**config.mk**
```make
export PLATFORM = sky130hd
export DESIGN_NAME = activity_power_ctrl
export DESIGN_NICKNAME = d
export VERILOG_FILES = /design/src/rtl/wpc_pkg.sv /design/src/rtl/wpc_thresh.sv /design/src/rtl/wpc_seq.sv /design/src/rtl/wpc_regs.sv /design/src/rtl/activity_power_ctrl.sv
export SDC_FILE = /design/constraint.sdc
export NUM_CORES = 1
export LEC_CHECK = 0
export ABC_AREA = 1
export BUFFER_PORTS_ARGS = -buffer_cell sky130_fd_sc_hd__buf_4
export CORE_MARGIN = 4
export CORE_UTILIZATION = 39
export CTS_BUF_LIST = sky130_fd_sc_hd__clkbuf_4
export DETAILED_ROUTE_END_ITERATION = 7
export PLACE_DENSITY = 0.6
export SYNTH_ARGS = -nofsm -noshare
export SYNTH_HDL_FRONTEND = slang
export SYNTH_SLANG_ARGS = --single-unit
```
**constraint.sdc**
```tcl
create_clock -name clk -period 5.2 [get_ports clk]
set_input_delay 0 -clock clk [delete_from_list [all_inputs] [get_ports clk]]
set_output_delay 0 -clock clk [all_outputs]
set_load 0.03 [all_outputs]
```
**src/rtl/wpc_pkg.sv**
```systemverilog
// Shared types and constants for the activity/power controller.
// Assumes: mode register is 8 bits wide with the code in bits [3:1].
package wpc_pkg;
    typedef enum logic [1:0] {
        PS_RUN   = 2'd0,
        PS_SLEEP = 2'd1,
        PS_CAL   = 2'd2
    } pstate_t;

    localparam int ARM_BIT   = 6;
    localparam int CODE_LSB  = 1;
    localparam int CODE_W    = 3;
    localparam logic [7:0] MODE_RESET = 8'h0E;
endpackage

```
**src/rtl/wpc_thresh.sv**
```systemverilog
// Magnitude-versus-threshold comparator.
// Decides whether |meas| * code exceeds the full-scale constant, with no
// divider. Assumes meas is two's complement; code 0 disables the compare.
module wpc_thresh #(
    parameter int MEAS_W = 16,
    parameter int FS_LSB = 307
) (
    input  logic                     clk,
    input  logic                     rst_n,
    input  logic signed [MEAS_W-1:0] meas,
    input  logic [2:0]               code,
    output logic                     above
);
    localparam int PROD_W = MEAS_W + 3;

    logic [MEAS_W-1:0] mag;
    logic [PROD_W-1:0] prod;

    // Absolute value and scaled product, then the strict compare.
    always_comb begin
        mag   = meas[MEAS_W-1] ? (~meas + 1'b1) : meas;
        prod  = PROD_W'(mag) * PROD_W'(code);
        above = (code != 3'd0) && (prod > PROD_W'(FS_LSB));
    end

    AST_CODE0_NEVER_ABOVE: assert property (@(posedge clk) disable iff (!rst_n)
        (code == 3'd0) |-> !above);
endmodule

```
**src/rtl/wpc_seq.sv**
```systemverilog
// Power-state sequencer: run / sleep / calibration.
// Counts qualifying one-second ticks (line low, measurement small) to decide
// sleep or calibration entry, times the calibration window, and flags the
// tick that completes it. Assumes sec_tick is a single-cycle pulse.
module wpc_seq
    import wpc_pkg::*;
#(
    parameter int SLEEP_SEC = 10,
    parameter int CAL_SEC   = 3600
) (
    input  logic    clk,
    input  logic    rst_n,
    input  logic    line_hi,
    input  logic    sec_tick,
    input  logic    above,
    input  logic    arm,
    output pstate_t state,
    output logic    cal_fire
);
    localparam int LOW_W = $clog2(SLEEP_SEC + 1);
    localparam int CAL_W = $clog2(CAL_SEC);

    logic [LOW_W-1:0] low_cnt;
    logic [CAL_W-1:0] cal_cnt;
    logic             quiet_tick;

    // A tick that counts toward a low-line interval.
    assign quiet_tick = sec_tick && !line_hi && !above;

    // Completion of the calibration window on its last qualifying tick.
    assign cal_fire = (state == PS_CAL) && quiet_tick &&
                      (cal_cnt == CAL_W'(CAL_SEC - 1));

    // State and interval counters.
    always_ff @(posedge clk) begin
        if (!rst_n) begin
            state   <= PS_RUN;
            low_cnt <= '0;
            cal_cnt <= '0;
        end else begin
            unique case (state)
                PS_RUN: begin
                    if (line_hi || above) begin
                        low_cnt <= '0;
                    end else if (sec_tick) begin
                        if (low_cnt == LOW_W'(SLEEP_SEC)) begin
                            low_cnt <= '0;
                            cal_cnt <= '0;
                            state   <= arm ? PS_CAL : PS_SLEEP;
                        end else begin
                            low_cnt <= low_cnt + 1'b1;
                        end
                    end
                end
                PS_SLEEP: begin
                    if (line_hi) begin
                        state   <= PS_RUN;
                        low_cnt <= '0;
                    end
                end
                PS_CAL: begin
                    if (line_hi || above) begin
                        state   <= PS_RUN;
                        low_cnt <= '0;
                    end else if (cal_fire) begin
                        state   <= PS_SLEEP;
                        cal_cnt <= '0;
                    end else if (sec_tick) begin
                        cal_cnt <= cal_cnt + 1'b1;
                    end
                end
                default: state <= PS_RUN;
            endcase
        end
    end

    AST_STAY_RUN_WHEN_BUSY: assert property (@(posedge clk) disable iff (!rst_n)
        (state == PS_RUN && (line_hi || above)) |=> (state == PS_RUN));
    AST_LINE_HIGH_RESUMES: assert property (@(posedge clk) disable iff (!rst_n)
        (state != PS_RUN && line_hi) |=> (state == PS_RUN));
    AST_CAL_ABORT: assert property (@(posedge clk) disable iff (!rst_n)
        (state == PS_CAL && above) |=> (state == PS_RUN));
endmodule

```
**src/rtl/wpc_regs.sv**
```systemverilog
// Mode and offset registers with host write and calibration update.
// A host write takes the whole mode byte; otherwise a completed calibration
// clears the arm bit and loads the saturated measurement as the offset.
module wpc_regs
    import wpc_pkg::*;
#(
    parameter int MEAS_W = 16
) (
    input  logic                     clk,
    input  logic                     rst_n,
    input  logic                     mode_we,
    input  logic [7:0]               mode_wdata,
    input  logic                     cal_fire,
    input  logic signed [MEAS_W-1:0] meas,
    output logic [7:0]               mode_q,
    output logic [7:0]               ofs_q,
    output logic                     done_q
);
    logic [7:0] ofs_sat;

    // Clamp the measurement into the signed byte range.
    always_comb begin
        if (meas > MEAS_W'(signed'(127)))
            ofs_sat = 8'h7F;
        else if (meas < -MEAS_W'(signed'(128)))
            ofs_sat = 8'h80;
        else
            ofs_sat = meas[7:0];
    end

    // Register updates from the host and from calibration completion.
    always_ff @(posedge clk) begin
        if (!rst_n) begin
            mode_q <= MODE_RESET;
            ofs_q  <= 8'h00;
            done_q <= 1'b0;
        end else begin
            done_q <= cal_fire;
            if (cal_fire)
                ofs_q <= ofs_sat;
            if (mode_we)
                mode_q <= mode_wdata;
            else if (cal_fire)
                mode_q[ARM_BIT] <= 1'b0;
        end
    end

    AST_OFS_ONLY_ON_FIRE: assert property (@(posedge clk) disable iff (!rst_n)
        !cal_fire |=> $stable(ofs_q));
    AST_ARM_CLEARED: assert property (@(posedge clk) disable iff (!rst_n)
        (cal_fire && !mode_we) |=> !mode_q[ARM_BIT]);
    AST_DONE_ONE_CYCLE: assert property (@(posedge clk) disable iff (!rst_n)
        done_q |=> !done_q);
endmodule

```
**src/rtl/activity_power_ctrl.sv**
```systemverilog
// Top of the activity threshold and power state controller.
// Joins the threshold comparator, sequencer and registers, and registers
// the open-drain wake drive. Assumes sense_val already includes offset.
module activity_power_ctrl
    import wpc_pkg::*;
#(
    parameter int MEAS_W    = 16,
    parameter int FS_LSB    = 307,
    parameter int SLEEP_SEC = 10,
    parameter int CAL_SEC   = 3600
) (
    input  logic                     clk,
    input  logic                     rst_n,
    input  logic signed [MEAS_W-1:0] sense_val,
    input  logic                     line_hi,
    input  logic                     sec_tick,
    input  logic                     mode_we,
    input  logic [7:0]               mode_wdata,
    output logic                     wake_pull_low,
    output logic                     count_en,
    output logic [7:0]               offset_q,
    output logic [7:0]               mode_q,
    output logic                     cal_done
);
    logic    above;
    logic    cal_fire;
    pstate_t state;

    wpc_thresh #(.MEAS_W(MEAS_W), .FS_LSB(FS_LSB)) u_thresh (
        .clk   (clk),
        .rst_n (rst_n),
        .meas  (sense_val),
        .code  (mode_q[CODE_LSB +: CODE_W]),
        .above (above)
    );

    wpc_seq #(.SLEEP_SEC(SLEEP_SEC), .CAL_SEC(CAL_SEC)) u_seq (
        .clk      (clk),
        .rst_n    (rst_n),
        .line_hi  (line_hi),
        .sec_tick (sec_tick),
        .above    (above),
        .arm      (mode_q[ARM_BIT]),
        .state    (state),
        .cal_fire (cal_fire)
    );

    wpc_regs #(.MEAS_W(MEAS_W)) u_regs (
        .clk        (clk),
        .rst_n      (rst_n),
        .mode_we    (mode_we),
        .mode_wdata (mode_wdata),
        .cal_fire   (cal_fire),
        .meas       (sense_val),
        .mode_q     (mode_q),
        .ofs_q      (offset_q),
        .done_q     (cal_done)
    );

    // Registered wake drive follows the threshold decision.
    always_ff @(posedge clk) begin
        if (!rst_n) wake_pull_low <= 1'b0;
        else        wake_pull_low <= above;
    end

    // Counting runs only in the run state.
    assign count_en = (state == PS_RUN);

    AST_ZERO_CODE_RELEASED: assert property (@(posedge clk) disable iff (!rst_n)
        (mode_q[3:1] == 3'd0) |=> !wake_pull_low);
    AST_SLEEP_STOPS_COUNT: assert property (@(posedge clk) disable iff (!rst_n)
        cal_fire |=> !count_en);
endmodule

```
==> results.yml <==
outcome:
  status: "complete, no violations"
power_and_ir_drop:
  swShare_pct: 45.6
  ir_worst_vdd_uv: 147
  power_leakage_nw: 2.47
  powerDensity_nw_per_um2: 251
  power.switching_mw: 0.535
  p_clk_share_pct: 16.4
  power.share.sequential_pct: 24.6
  power_frac_comb_pct: 58.9
  power.internal_mw: 0.639
  power_mw: 1.17
clocking:
  numClockSinks: 36
  htreeDepth: 2
  root_buffer: "clkbuf_4"
  numCtsBuffers: 5
  clockBufferDepth: 2
  cts_tree: "done"
  clk_pin_slew_worst_paths_ns: 0.12
  clk_latency_ns: 0.34
floorplanning:
  pin_count: 48
  std_cell_rows: 36
  die_w_um: 109
  fp.coreArea_um2: 9860
  die_h_um: 109
  dieArea_um2: 11900
  initial_core_util_pct: 40.5
critical_path:
  cp.arrival_ns: 4.85
  crit_required_ns: 5.45
  end_kind: "flip-flop"
  path_common_cell: "nand2_1"
  crit_fanout: 5
  critical_path_class: "in2reg"
  start_kind: "primary input"
  cp_slowest_stage_delay_ns: 0.55
  cp_slowest_cell: "fa_1"
synthesis:
  ys_types: 39
  netlist_top_cells_area: "nand2_1, dfxtp_1, inv_1"
  ys_seq_elements: 36
  syn_avg_cell_area_um2: 6.15
  yosysSeqAreaShare_pct: 18.0
  yosysTopAreaCell: "nand2_1"
  syn_nets: 720
  syn-cell-area_um2: 4000
  ys_warn_count: 0
  synth.top_cell.area_share_pct: 18.1
  synth_cells: 650
cells_and_area:
  synthToLayoutAreaGrowth_pct: 17.1
  antenna_cells: 0
  layout-drive-gt1-share_pct: 11.0
  instances_no_fill: 842
  finalNetCount: 778
timing:
  fmax_mhz: 217
  max-slew-margin-rel_pct: 56.0
  tightest_slew_ns: 0.659
  clock_skew_ns: 0.0116
  setup_viol: 0
  final.setup.tns_ns: 0
  slew_violations: 0
  finalHoldViolCount: 0
  period_needed_ns: 4.60
  period_share_pct: 88.5
  setup_slack_ns: 0.596
  rsz0062_at_grt: "false"
grt:
  grt_max_degree: 27
  grt_overflow: 0
  grt_pass1_vias: 3993
  antenna_found_initial: 0
  grt_usage_pct: 17.6
  grt_first_pass_wirelength_mm: 17.4
flow_run:
  drv_cap: 0
detailed_routing:
  postRouteAntennaNets: 0
  routed-wl-met2_mm: 4.70
  wl_mm: 9.88
  firstDrtPassIters: 4
  met1_length_mm: 4.51
  highest_layer: "met4"
  drtIter0Drc: 118
  vias: 4013
  wl_met3_um: 467
  wl_per_cell_um: 11.7
  via_per_inst: 4.77
  drcViolationCount: 0
place:
  dp.cells: 815
  place_congestion: 0.870
  port_buffers: 47
  hpwlAfterDp_mm: 8.07
  dp_slack_ns: 0.409
hold_path:
  hp-class: "in2reg"
[cells by family after synthesis]
group | after synthesis | synth area share, %
compound gates | 67 | 9.05
xor+xnor | 23 | 5.04
fa+ha+maj | 41 | 15.7
buf+inv | 130 | 14.1
flops | 36 | 18.0
simple gates | 353 | 38.1
[state kept, by name (all words and copies together) (netlist names)]
name           count
u_regs.mode_q      8
wake_pull_low      1
u_seq.cal_cnt     12
u_seq.state        2
u_regs.ofs_q       8
u_regs.done_q      1
u_seq.low_cnt      4
[cell usage in the layout (no fill, tap or decap), drive strengths merged, types with 3 or more instances in the layout]
cell           n
dlygate4sd3   17
or2            5
clkinv         3
inv          112
nand3         44
nor4           5
nand2        196
and2           4
fa            15
xor2          17
xnor2          6
o21ai         33
ha            26
a21oi         28
dfxtp         36
nand4         16
buf           51
nor2          74
clkbuf         5
nor3           7
[layer usage]
metal,vias up,GRT usage (%)
met3,19,3.26
met4,0,4.63
met5,-,0
met2,73,31.2
li1,2134,-
met1,1787,21.9
[worst paths after layout]
kind / start / end / slack (ns) / cells after the start
hold / removal: rst_n / u_seq.low_cnt[3] / 0.01 / 3
setup reg to reg: u_regs.mode_q[1] / u_seq.low_cnt[0] / 1.17 / 21
hold reg to reg: u_regs.ofs_q[2] / u_regs.ofs_q[2] / 0.49 / 2
setup / recovery: sense_val[2] / u_seq.low_cnt[0] / 0.60 / 31
[layout make-up]
cell class / instances / area, um^2
clock inverter: 3 / 37.5
tap: 133 / 166
clock buffer: 5 / 37.5
sequential: 36 / 721
inverter: 113 / 424
multi-input combinational: 484 / 2740
fill: 1005 / 5190
timing repair buffer: 68 / 553
[worst max-delay path: cells and delay by family]
kind / cells / cell delay [ns]
simple gates: 21 / 2.49
xor+xnor: 1 / 0.22
buf+inv: 6 / 0.96
fa+ha+maj: 2 / 0.90
compound gates: 1 / 0.26
[power groups by stage]
stage	clock network [mW]	registers, mW	logic [mW]
after detailed placement	0	0.295	0.679
after CTS	0.198	0.289	0.694
after global placement	0	0.295	0.672
after global routing	0.211	0.290	0.809
after floorplan	0	0.298	0.534
final	0.193	0.289	0.692
[stage by stage]
| step | hold slack, ns | cell area, um^2 | util (%) |
|---|---|---|---|
| after floorplan | 0.125 | 4000 | - |
| after global placement | 0.222 | 4390 | 44.5 |
| after detailed placement | 0.228 | 4390 | 44.5 |
| after CTS | 0.00798 | 4640 | 47.0 |
| after global routing | 0.0234 | 4680 | 47.4 |
| final | 0.0130 | 4680 | 47.4 |
[timing repair]
item	in CTS	in global routing
resized for setup	0	4
endpoints found under the setup margin	0	28
hold buffers	17	0
endpoints found under the hold margin	10	0
setup buffers	0	2
[cells in the mapped netlist (all sizes together)]
cell type / count
nand3b: 1
nand2: 196
fa: 15
or2: 5
nand3: 44
buf: 5
xor2: 17
clkinv: 1
clkbuf: 10
xnor2: 6
clkdlybuf4s50: 1
inv: 112
o21a: 1
a21oi: 28
nor2: 74
ha: 26
nand4: 16
dfxtp: 36
nor3b: 1
nor3: 7
o21ai: 33
and2: 4
o211ai: 1
a31oi: 1
a221oi: 1
nor4: 5
bufbuf: 1
o21bai: 1
o31ai: 1
(Power assumes the default switching activity.)
